File: src/rtl/lpm_pkg.sv
package lpm_pkg;

  typedef enum logic [2:0] {
    M_INIT   = 3'd0,
    M_STBY   = 3'd1,
    M_ACTIVE = 3'd2,
    M_ARM    = 3'd3,
    M_PAR    = 3'd4,
    M_DPD    = 3'd5,
    M_RECOV  = 3'd6
  } lpm_mode_e;

  typedef struct packed {
    logic       dpd_off;
    logic       rms;
    logic       top;
    logic [1:0] area;
  } lpm_cfg_t;

  localparam lpm_cfg_t CFG_DEFAULT = '{dpd_off: 1'b1, rms: 1'b0, top: 1'b0, area: 2'b00};

  // converts microseconds to clock cycles, never less than one
  function automatic int unsigned us_to_cyc(longint unsigned hz, int unsigned us);
    longint unsigned c;
    c = (hz * longint'(us)) / 64'd1000000;
    return (c == 0) ? 1 : int'(c);
  endfunction

  // number of words in the refreshed window
  function automatic longint unsigned win_size(lpm_cfg_t c, logic scoped, int aw);
    if (scoped && c.area == 2'b10) return 64'd1 << (aw - 1);
    if (scoped && c.area == 2'b11) return 64'd1 << (aw - 2);
    return 64'd1 << aw;
  endfunction

  function automatic longint unsigned win_base(lpm_cfg_t c, logic scoped, int aw);
    longint unsigned sz;
    sz = win_size(c, scoped, aw);
    return c.top ? ((64'd1 << aw) - sz) : 64'd0;
  endfunction

  function automatic longint unsigned win_last(lpm_cfg_t c, logic scoped, int aw);
    return win_base(c, scoped, aw) + win_size(c, scoped, aw) - 64'd1;
  endfunction

endpackage

File: src/rtl/lpm_sync.sv
module lpm_sync #(
  parameter int          W       = 1,
  parameter logic [W-1:0] RST_VAL = '0
) (
  input  logic         clk,
  input  logic         rst_n,
  input  logic [W-1:0] din,
  output logic [W-1:0] dout
);
  for (genvar i = 0; i < W; i++) begin : g_bit
    logic s1, s2;
    always_ff @(posedge clk or negedge rst_n) begin
      if (!rst_n) begin
        s1 <= RST_VAL[i];
        s2 <= RST_VAL[i];
      end else begin
        s1 <= din[i];
        s2 <= s1;
      end
    end
    assign dout[i] = s2;
  end
endmodule

File: src/rtl/lpm_cfgreg.sv
module lpm_cfgreg
  import lpm_pkg::*;
(
  input  logic     clk,
  input  logic     rst_n,
  input  logic     capture,
  input  lpm_cfg_t cap_val,
  input  logic     commit,
  input  logic     drop_pend,
  input  logic     restore,
  output lpm_cfg_t cfg
);
  lpm_cfg_t pend;
  logic     pend_vld;

  always_ff @(posedge clk or negedge rst_n) begin
    if (!rst_n) begin
      cfg      <= CFG_DEFAULT;
      pend     <= CFG_DEFAULT;
      pend_vld <= 1'b0;
    end else begin
      if (restore) begin
        cfg      <= CFG_DEFAULT;
        pend_vld <= 1'b0;
      end else if (drop_pend) begin
        pend_vld <= 1'b0;
      end else if (capture) begin
        pend     <= cap_val;
        pend_vld <= 1'b1;
      end else if (commit && pend_vld) begin
        cfg      <= pend;
        pend_vld <= 1'b0;
      end
    end
  end
endmodule

File: src/rtl/lpm_fsm.sv
module lpm_fsm
  import lpm_pkg::*;
#(
  parameter int unsigned WIN_CYC = 100,
  parameter int unsigned MIN_CYC = 1000,
  parameter int unsigned REC_CYC = 20000
) (
  input  logic      clk,
  input  logic      rst_n,
  input  logic      sleep_s,
  input  logic      sel,
  input  logic      wr_act,
  input  logic      wr_start,
  input  logic      dpd_off,
  output lpm_mode_e state,
  output logic      dpd_enter,
  output logic      dpd_exit,
  output logic      data_valid
);
  localparam int unsigned MAXC = (REC_CYC > MIN_CYC) ? REC_CYC : MIN_CYC;
  localparam int CW = $clog2(MAXC + 1);
  localparam logic [CW-1:0] WIN_LAST = CW'(WIN_CYC - 1);
  localparam logic [CW-1:0] MIN_LAST = CW'(MIN_CYC - 1);
  localparam logic [CW-1:0] REC_LAST = CW'(REC_CYC - 1);

  lpm_mode_e      nxt;
  logic [CW-1:0]  cnt, cnt_nxt;

  always_comb begin
    nxt     = state;
    cnt_nxt = cnt;
    unique case (state)
      M_INIT, M_RECOV: begin
        if (cnt == REC_LAST) begin
          nxt     = M_STBY;
          cnt_nxt = '0;
        end else begin
          cnt_nxt = cnt + 1'b1;
        end
      end
      M_STBY, M_ACTIVE: begin
        cnt_nxt = '0;
        if (!sleep_s)  nxt = M_ARM;
        else if (sel)  nxt = M_ACTIVE;
        else           nxt = M_STBY;
      end
      M_ARM: begin
        if (sleep_s) begin
          nxt     = M_STBY;
          cnt_nxt = '0;
        end else if (wr_start) begin
          cnt_nxt = '0;
        end else if (cnt == WIN_LAST) begin
          nxt     = dpd_off ? M_PAR : M_DPD;
          cnt_nxt = '0;
        end else begin
          cnt_nxt = cnt + 1'b1;
        end
      end
      M_PAR, M_DPD: begin
        if (cnt != MIN_LAST) cnt_nxt = cnt + 1'b1;
        if (sleep_s && cnt == MIN_LAST) begin
          nxt     = (state == M_DPD) ? M_RECOV : M_STBY;
          cnt_nxt = '0;
        end
      end
      default: begin
        nxt     = M_INIT;
        cnt_nxt = '0;
      end
    endcase
  end

  assign dpd_enter = (state == M_ARM) && (nxt == M_DPD);
  assign dpd_exit  = (state == M_DPD) && (nxt == M_RECOV);

  always_ff @(posedge clk or negedge rst_n) begin
    if (!rst_n) begin
      state      <= M_INIT;
      cnt        <= '0;
      data_valid <= 1'b0;
    end else begin
      state <= nxt;
      cnt   <= cnt_nxt;
      if (dpd_enter)                             data_valid <= 1'b0;
      else if (state == M_ACTIVE && wr_act && sleep_s) data_valid <= 1'b1;
    end
  end
endmodule

File: src/rtl/lpm_ctrl.sv
module lpm_ctrl
  import lpm_pkg::*;
#(
  parameter longint unsigned CLK_HZ = 64'd100000000,
  parameter int              AW     = 20
) (
  input  logic          clk,
  input  logic          rst_n,
  input  logic          cs_n,
  input  logic          we_n,
  input  logic          lb_n,
  input  logic          ub_n,
  input  logic          sleep_n,
  input  logic [4:0]    addr_lo,
  output logic [2:0]    mode,
  output logic [AW-1:0] win_lo,
  output logic [AW-1:0] win_hi,
  output logic          data_valid,
  output logic          ready
);
  localparam int unsigned WIN_CYC = us_to_cyc(CLK_HZ, 1);
  localparam int unsigned MIN_CYC = us_to_cyc(CLK_HZ, 10);
  localparam int unsigned REC_CYC = us_to_cyc(CLK_HZ, 200);
  localparam int          NPIN    = 10;

  logic [NPIN-1:0] pins_s;
  logic            cs_s, we_s, lb_s, ub_s, sleep_s;
  logic [4:0]      addr_s;
  logic            zz_q, wr_q;

  lpm_sync #(.W(NPIN), .RST_VAL({5'b00000, 5'b11111})) u_sync (
    .clk(clk), .rst_n(rst_n),
    .din({addr_lo, sleep_n, ub_n, lb_n, we_n, cs_n}),
    .dout(pins_s)
  );
  assign {addr_s, sleep_s, ub_s, lb_s, we_s, cs_s} = pins_s;

  // named events used by the checker
  logic sel_w, wr_act_w, wr_start_w, zz_rise_w, capture_w;
  logic dpd_enter_w, dpd_exit_w, scoped_w;
  lpm_mode_e state_w;
  lpm_cfg_t  cfg_w;

  assign sel_w      = !cs_s && (!lb_s || !ub_s);
  assign wr_act_w   = sel_w && !we_s;
  assign wr_start_w = wr_act_w && !wr_q;
  assign zz_rise_w  = sleep_s && !zz_q;

  always_ff @(posedge clk or negedge rst_n) begin
    if (!rst_n) begin
      zz_q <= 1'b1;
      wr_q <= 1'b0;
    end else begin
      zz_q <= sleep_s;
      wr_q <= wr_act_w;
    end
  end

  lpm_fsm #(.WIN_CYC(WIN_CYC), .MIN_CYC(MIN_CYC), .REC_CYC(REC_CYC)) u_fsm (
    .clk(clk), .rst_n(rst_n),
    .sleep_s(sleep_s), .sel(sel_w), .wr_act(wr_act_w), .wr_start(wr_start_w),
    .dpd_off(cfg_w.dpd_off),
    .state(state_w), .dpd_enter(dpd_enter_w), .dpd_exit(dpd_exit_w),
    .data_valid(data_valid)
  );

  assign capture_w = wr_act_w && !sleep_s &&
                     (state_w == M_STBY || state_w == M_ACTIVE || state_w == M_ARM);

  lpm_cfgreg u_cfg (
    .clk(clk), .rst_n(rst_n),
    .capture(capture_w), .cap_val(lpm_cfg_t'(addr_s)),
    .commit(zz_rise_w), .drop_pend(dpd_enter_w), .restore(dpd_exit_w),
    .cfg(cfg_w)
  );

  assign scoped_w = cfg_w.rms || (state_w == M_PAR);
  assign win_lo   = AW'(win_base(cfg_w, scoped_w, AW));
  assign win_hi   = AW'(win_last(cfg_w, scoped_w, AW));
  assign mode     = state_w;
  assign ready    = (state_w == M_STBY) || (state_w == M_ACTIVE);
endmodule

File: config.mk
export PLATFORM = sky130hd
export DESIGN_NAME = lpm_ctrl
export DESIGN_NICKNAME = d
export VERILOG_FILES = /design/src/rtl/lpm_pkg.sv /design/src/rtl/lpm_sync.sv /design/src/rtl/lpm_cfgreg.sv /design/src/rtl/lpm_fsm.sv /design/src/rtl/lpm_ctrl.sv
export SDC_FILE = /design/constraint.sdc
export NUM_CORES = 1
export LEC_CHECK = 0
export BUFFER_PORTS_ARGS = -buffer_cell sky130_fd_sc_hd__buf_2
export CAP_MARGIN = 40
export CORE_UTILIZATION = 55
export DETAILED_ROUTE_END_ITERATION = 8
export HOLD_SLACK_MARGIN = 0.15
export PLACE_DENSITY_LB_ADDON = 0.15
export SLEW_MARGIN = 20
export SYNTH_ARGS = -nofsm -noshare
export SYNTH_HDL_FRONTEND = slang
export SYNTH_HIERARCHICAL = 1
export SYNTH_SLANG_ARGS = --single-unit
File: constraint.sdc
create_clock -name clk -period 3.38 [get_ports clk]
set_input_delay 0.169 -clock clk [delete_from_list [all_inputs] [get_ports clk]]
set_output_delay 0.169 -clock clk [all_outputs]
set_load 0.03 [all_outputs]
* Yosys cells after proc, flatten, opt, wreduce, memory -nomap -nowiden
Cells that the tools add are included.
** Operators by class
- Add/subtract/negate cells :: 4
- Equality and inequality tests :: 17
- Muxes and demuxes :: 35
- Bitwise gates (word level) :: 2
- Reductions and logical operators :: 34
** Operators by type and width (count)
- 2-to-1 mux 20 bit :: 5
- 2-to-1 mux 15 bit :: 6
- one-hot mux 15 bit (3 select lines) :: 1
- 2-to-1 mux 3 bit :: 7
- adder 20 bit :: 1
- 2-to-1 mux 5 bit :: 4
- subtractor 1 x 20 -> 20 bit (first input constant) :: 1
- subtractor 20 x 1 -> 20 bit (second input constant) :: 1
- adder 15 x 1 -> 15 bit (second input constant) :: 1
- == test 15 x 10 -> 1 bit (second input constant) :: 1
- == test 15 bit (second input constant) :: 1
- == test 15 x 7 -> 1 bit (second input constant) :: 1
- == test 3 bit (second input constant) :: 5
- inequality test 15 x 10 -> 1 bit (second input constant) :: 1
- logical AND 1 bit :: 14
- one-hot mux 3 bit (4 select lines) :: 1
- 2-to-1 mux 1 bit :: 10
- logical NOT 1 bit :: 7
- == test 3 x 2 -> 1 bit (second input constant) :: 2
- AND reduction 3 bit :: 2
- OR reduction 2 bit :: 3
- == test 2 bit (second input constant) :: 2
- logical OR 1 bit :: 4
- inequality test 2 x 1 -> 1 bit (second input constant) :: 2
- 7 further kinds :: 9
** Word-level totals
- Flip-flop bits (word level) :: 52
- Bits of input ports :: 12

* Depth between registers and ports, before layout
- Word-level depth :: 12
- Depth in mapped cells :: 8
- Depth with buffers taken out :: 7

* Hierarchy
The synthesis kept the hierarchy.
** Modules (own cells, without submodules)
- lpm_fsm :: instances 1, cells an instance 147, area an instance 1236.2 µm²
- lpm_sync :: instances 1, cells an instance 30, area an instance 588.1 µm²
- lpm_cfgreg :: instances 1, cells an instance 37, area an instance 501.7 µm²
- lpm_ctrl :: instances 1, cells an instance 55, area an instance 444.2 µm²

* Worst setup path after synthesis
OpenSTA, ideal clock, no wires.
- Path type :: reg-to-reg
- From :: register u_fsm.cnt[6]
- To :: register u_cfg/cfg[4] (netlist bit)
- Library setup time :: 0.083 ns
- Arrival :: 2.528 ns
- Required time :: 3.297 ns
- Path slack :: 0.768 ns
- Stages on the path, launching flop included :: 8
- Buffers on the path :: 1
- Clock period less this slack :: 2.612 ns
- Path through :: dfrtp_1 > buf_2 > or3b_2 > nor4_1 > a21oi_1 > a31oi_1 > and4bb_4 > o32a_1
** Between the ends
- Word-level cells in the longest chain between the ends :: 9
- Elaborated cells on any way between the ends :: 19
- Classes of those cells :: eq/ne (7); mux (7); reduce/logical (5)
** Ends and longest elaborated chain
- start, declared :: RTL line lpm_fsm.sv:27 : logic [CW-1:0] cnt, cnt_nxt;
- start signal, assigned :: RTL line lpm_fsm.sv:84 : cnt <= cnt_nxt;
- == test 15 x 7 -> 1 bit :: RTL line lpm_fsm.sv:53 : end else if (cnt == WIN_LAST) begin
- 2-to-1 mux 3 bit :: RTL line lpm_fsm.sv:53
- 2-to-1 mux 3 bit :: RTL line lpm_fsm.sv:51 : end else if (wr_start) begin
- 2-to-1 mux 3 bit :: RTL line lpm_fsm.sv:48 : if (sleep_s) begin
- one-hot mux 3 bit (4 select lines) * :: RTL line lpm_fsm.sv:32 : unique case (state)
- == test 3 bit * :: RTL line lpm_fsm.sv:74 : assign dpd_enter = (state == M_ARM) && (nxt == M_DPD);
- logical AND 1 bit * :: RTL line lpm_fsm.sv:74
- via dpd_enter_w :: RTL line lpm_ctrl.sv:40 : logic dpd_enter_w, dpd_exit_w, scoped_w;
- inequality test 2 x 1 -> 1 bit (no source line) *
- AND reduction 3 bit (no source line) *
- end signal, assigned :: RTL line lpm_cfgreg.sv:31 : cfg <= pend;
- end, declared :: RTL line lpm_cfgreg.sv:11 : output lpm_cfg_t cfg
The timed path passes the listed nets; every way through them passes the cells marked *.
A chain may end at the register's enable or synchronous reset.

* Worst setup path after layout
- From :: register u_fsm.cnt[7]
- To :: register u_cfg/cfg[4] (netlist bit)
The elaborated chain is that of the path after synthesis.

==> qor.txt <==
Final Slew Violations: 0
fin crit period: 2947 ps
first-pass GRT wire length: 7.921 mm
DR iter-0 viols: 97
FF+latch count, synth: 52
ant diodes: 0
GRT Residual Overflow: 0
Tot Pwr: 1117 uW
clock latency on the worst-skew pair: 320 ps
IO buf count: 20
Initial Util: 57.88%
cts repair resizes: 0
Placed Cells: 341
Top delay family on crit path: simple AND/OR/NAND/NOR gates
initial antenna violation count: 0
maximum clock path buffer count: 2
DR DRC count: 0
worst-margin pin slew: 775.7 ps
storage element area: 1318 um^2
post-synthesis sequential area ratio: 47.56%
NumNets Final: 305
Routed Antenna Nets: 0
Worst Setup End Kind: flop
crit path kind: reg -> reg
cts hold-fix bufs: 11
clock skew: 11.08 ps
P per Cell Area: 380.6 nW/um^2
CTS root buf: clkbuf_8
fill cell count: 410
final hold vios: 0
Post-synth EDFFs: 0
largest net degree at the start of global routing: 31
R2R Setup Slk: 430 ps
Arr. time, crit path: 3190 ps
Die Height: 72.97 um
vias per cell: 5.156
footprint of the multi-input gates: 1165 um^2
Worst slew margin: 48.05%
total CTS buffers: 5
CP Max Fanout: 9
fraction of layout cells with a size suffix above 1: 20.48%
HPWL after DPL: 3.210 mm
CTS tree: yes
Reg clk slew, reported paths: 100 ps
row count: 25
GRT Util Overall: 19.84%
worst hold path class: reg -> reg
H-tree depth: 2
outcome: finished, final reports clean
core area: 4786 um^2
mean area per synthesized cell: 10.30 um^2
RSZ-0062 raised after global routing: no
yosys warns: 6
die area: 5325 um^2
CP max stage delay: 670 ps
synth unique cells: 54
Max Cap Viol: 0
Die Wd: 72.97 um
FMAX: 339.3 MHz
final wirelength: 4.564 mm
slowest CP cell: a31oi_1
worst endpoint required time: 3630 ps
Syn Inst Count: 269
buffer count from post-CTS setup fixing: 0
vias in the first global route: 1674
vias after detailed routing: 1856
Async S/R FF share, synth: 100.0%
first drt pass iteration count: 4
Synth Flop Type: dfrtp_1
Area growth syn-to-layout: 5.917%
routed len/inst: 12.68 um
Peak supply drop: 299.4 uV
CP startpoint kind: flop
post-route setup TNS: 0 ps
Synth Cell Area: 2770 um^2
final worst-path cycle share: 87.19%
clock sink count: 52
CP Cell Sequence: or4_1 -> nor4_1 -> a21oi_1 -> a31oi_1 -> and4bb_4 -> o32a_1
LEAKAGE: 0.001338 uW
final cell count without fillers: 360
CP bufs+invs: 0
IO Count: 57
final number of setup-violating endpoints: 0
Final GP Congestion: 0.8178
-- power by group --
| group | leakage, uW | internal, uW | switching, uW | total, uW |
|---|---|---|---|---|
| logic | 0.000644 | 15.5 | 70.6 | 86.1 |
| registers | 0.000643 | 641 | 6.08 | 647 |
| clock network | 0.0000511 | 157 | 227 | 384 |
| total | 0.00134 | 813 | 304 | 1120 |
-- area by class of cell --
type / count / share of cell area [%]
flip-flops and latches: 52 / 44.90
clock buffers: 5 / 2.345
multi-input cells: 189 / 39.70
clock inverters: 3 / 0.9808
inverters: 10 / 1.279
repair buffers: 34 / 7.932
well taps: 67 / 2.857
-- cells by family after synthesis --
family | after synthesis | synth area share [%]
and+or+nand+nor | 100 | 20.96
buffers and inverters | 62 | 15.00
DFF | 52 | 47.56
AOI/OAI and AO/OA | 32 | 8.898
xor gates and xnor gates | 13 | 4.110
muxes | 7 | 2.755
other | 2 | 0.2711
adders and majority gates | 1 | 0.4516
-- final timing paths --
kind	startpoint	end	cells after the start
max	u_fsm/cnt[7]	u_cfg/cfg[4]	6
min	u_sync/g_bit[5].s1	u_sync/g_bit[5].s2	0
max reg2reg	u_fsm/cnt[7]	u_cfg/cfg[4]	6
min reg2reg	u_sync/g_bit[5].s1	u_sync/g_bit[5].s2	0
max in group asynchronous	rst_n	u_cfg/cfg[4]	3
min in group asynchronous	rst_n	u_fsm/cnt[2]	2
-- state kept, by name (all words and copies together) (netlist names) --
name and cells:
u_fsm/cnt 15, u_sync/g_bit.s1 10, u_sync/g_bit.s2 10, u_cfg/cfg 5, u_cfg/pend 5, u_fsm/state 3
u_cfg/pend_vld 1, u_fsm/data_valid 1, wr_q 1, zz_q 1
-- cell usage after synthesis (2+ instances only) --
cell type / count / area, um^2
nor4_1: 3 / 18.77
buf_4: 46 / 345.3
a21oi_1: 6 / 30.03
nor2_1: 30 / 112.6
and3_1: 3 / 18.77
o21ai_1: 3 / 15.01
nand4_1: 5 / 31.28
buf_2: 2 / 10.01
nand3_1: 12 / 60.06
nand2_1: 15 / 56.30
o21a_1: 2 / 15.01
conb_1: 2 / 7.510
nor3_1: 6 / 30.03
a31oi_1: 3 / 18.77
o32ai_1: 4 / 35.03
or4_1: 2 / 15.01
nand2b_1: 2 / 12.51
xor2_1: 6 / 52.55
o31ai_1: 2 / 15.01
mux2i_1: 2 / 20.02
a211oi_1: 2 / 15.01
or3b_1: 4 / 35.03
nor2b_1: 5 / 31.28
dfrtp_1: 39 / 975.9
mux2_2: 5 / 56.30
nor3b_4: 2 / 37.54
inv_1: 10 / 37.54
dfstp_2: 13 / 341.6
xnor2_1: 7 / 61.31
clkbuf_1: 2 / 7.510
-- per-stage QoR --
stage / utilization, % / setup WS [ps] / hold slack, ps / instance area (um^2)
after floorplan: - / 768.2 / -126.6 / 2898
after global placement: 56.97 / 544.6 / 209.1 / 2726
after detailed placement: 56.97 / 463.0 / 215.3 / 2726
after CTS: 61.31 / 457.8 / 358.3 / 2934
after global routing: 61.31 / 117.2 / 369.9 / 2934
final: 61.31 / 433.0 / 355.8 / 2934
-- layer usage --
layer	up-vias	wire length, um	global-route usage (%)
met5	-	0	0
met4	0	67	7.407
met3	6	219	4.282
met2	63	2106	30.43
met1	888	2171	27.83
li1	899	-	-
-- layout by cell type, fill, tap and decap left out, types with 2 or more instances in the layout --
master / n
dfrtp_1: 39
conb_1: 36
nor2_1: 30
buf_2: 20
nand2_1: 15
dfstp_2: 13
nand3_1: 12
dlygate4sd3_1: 11
inv_1: 10
xnor2_1: 7
a21oi_1: 6
nor3_1: 6
xor2_1: 6
nor2b_1: 5
clkbuf_8: 5
mux2_2: 5
nand4_1: 5
or3b_1: 4
o32ai_1: 4
o21ai_1: 3
buf_4: 3
nor4_1: 3
and3_1: 3
a31oi_1: 3
nor3b_4: 2
inv_6: 2
o21a_1: 2
or4_1: 2
nand2b_1: 2
mux2i_1: 2
a211oi_1: 2
o31ai_1: 2
No activity file was read; power rests on OpenSTA's default activity.
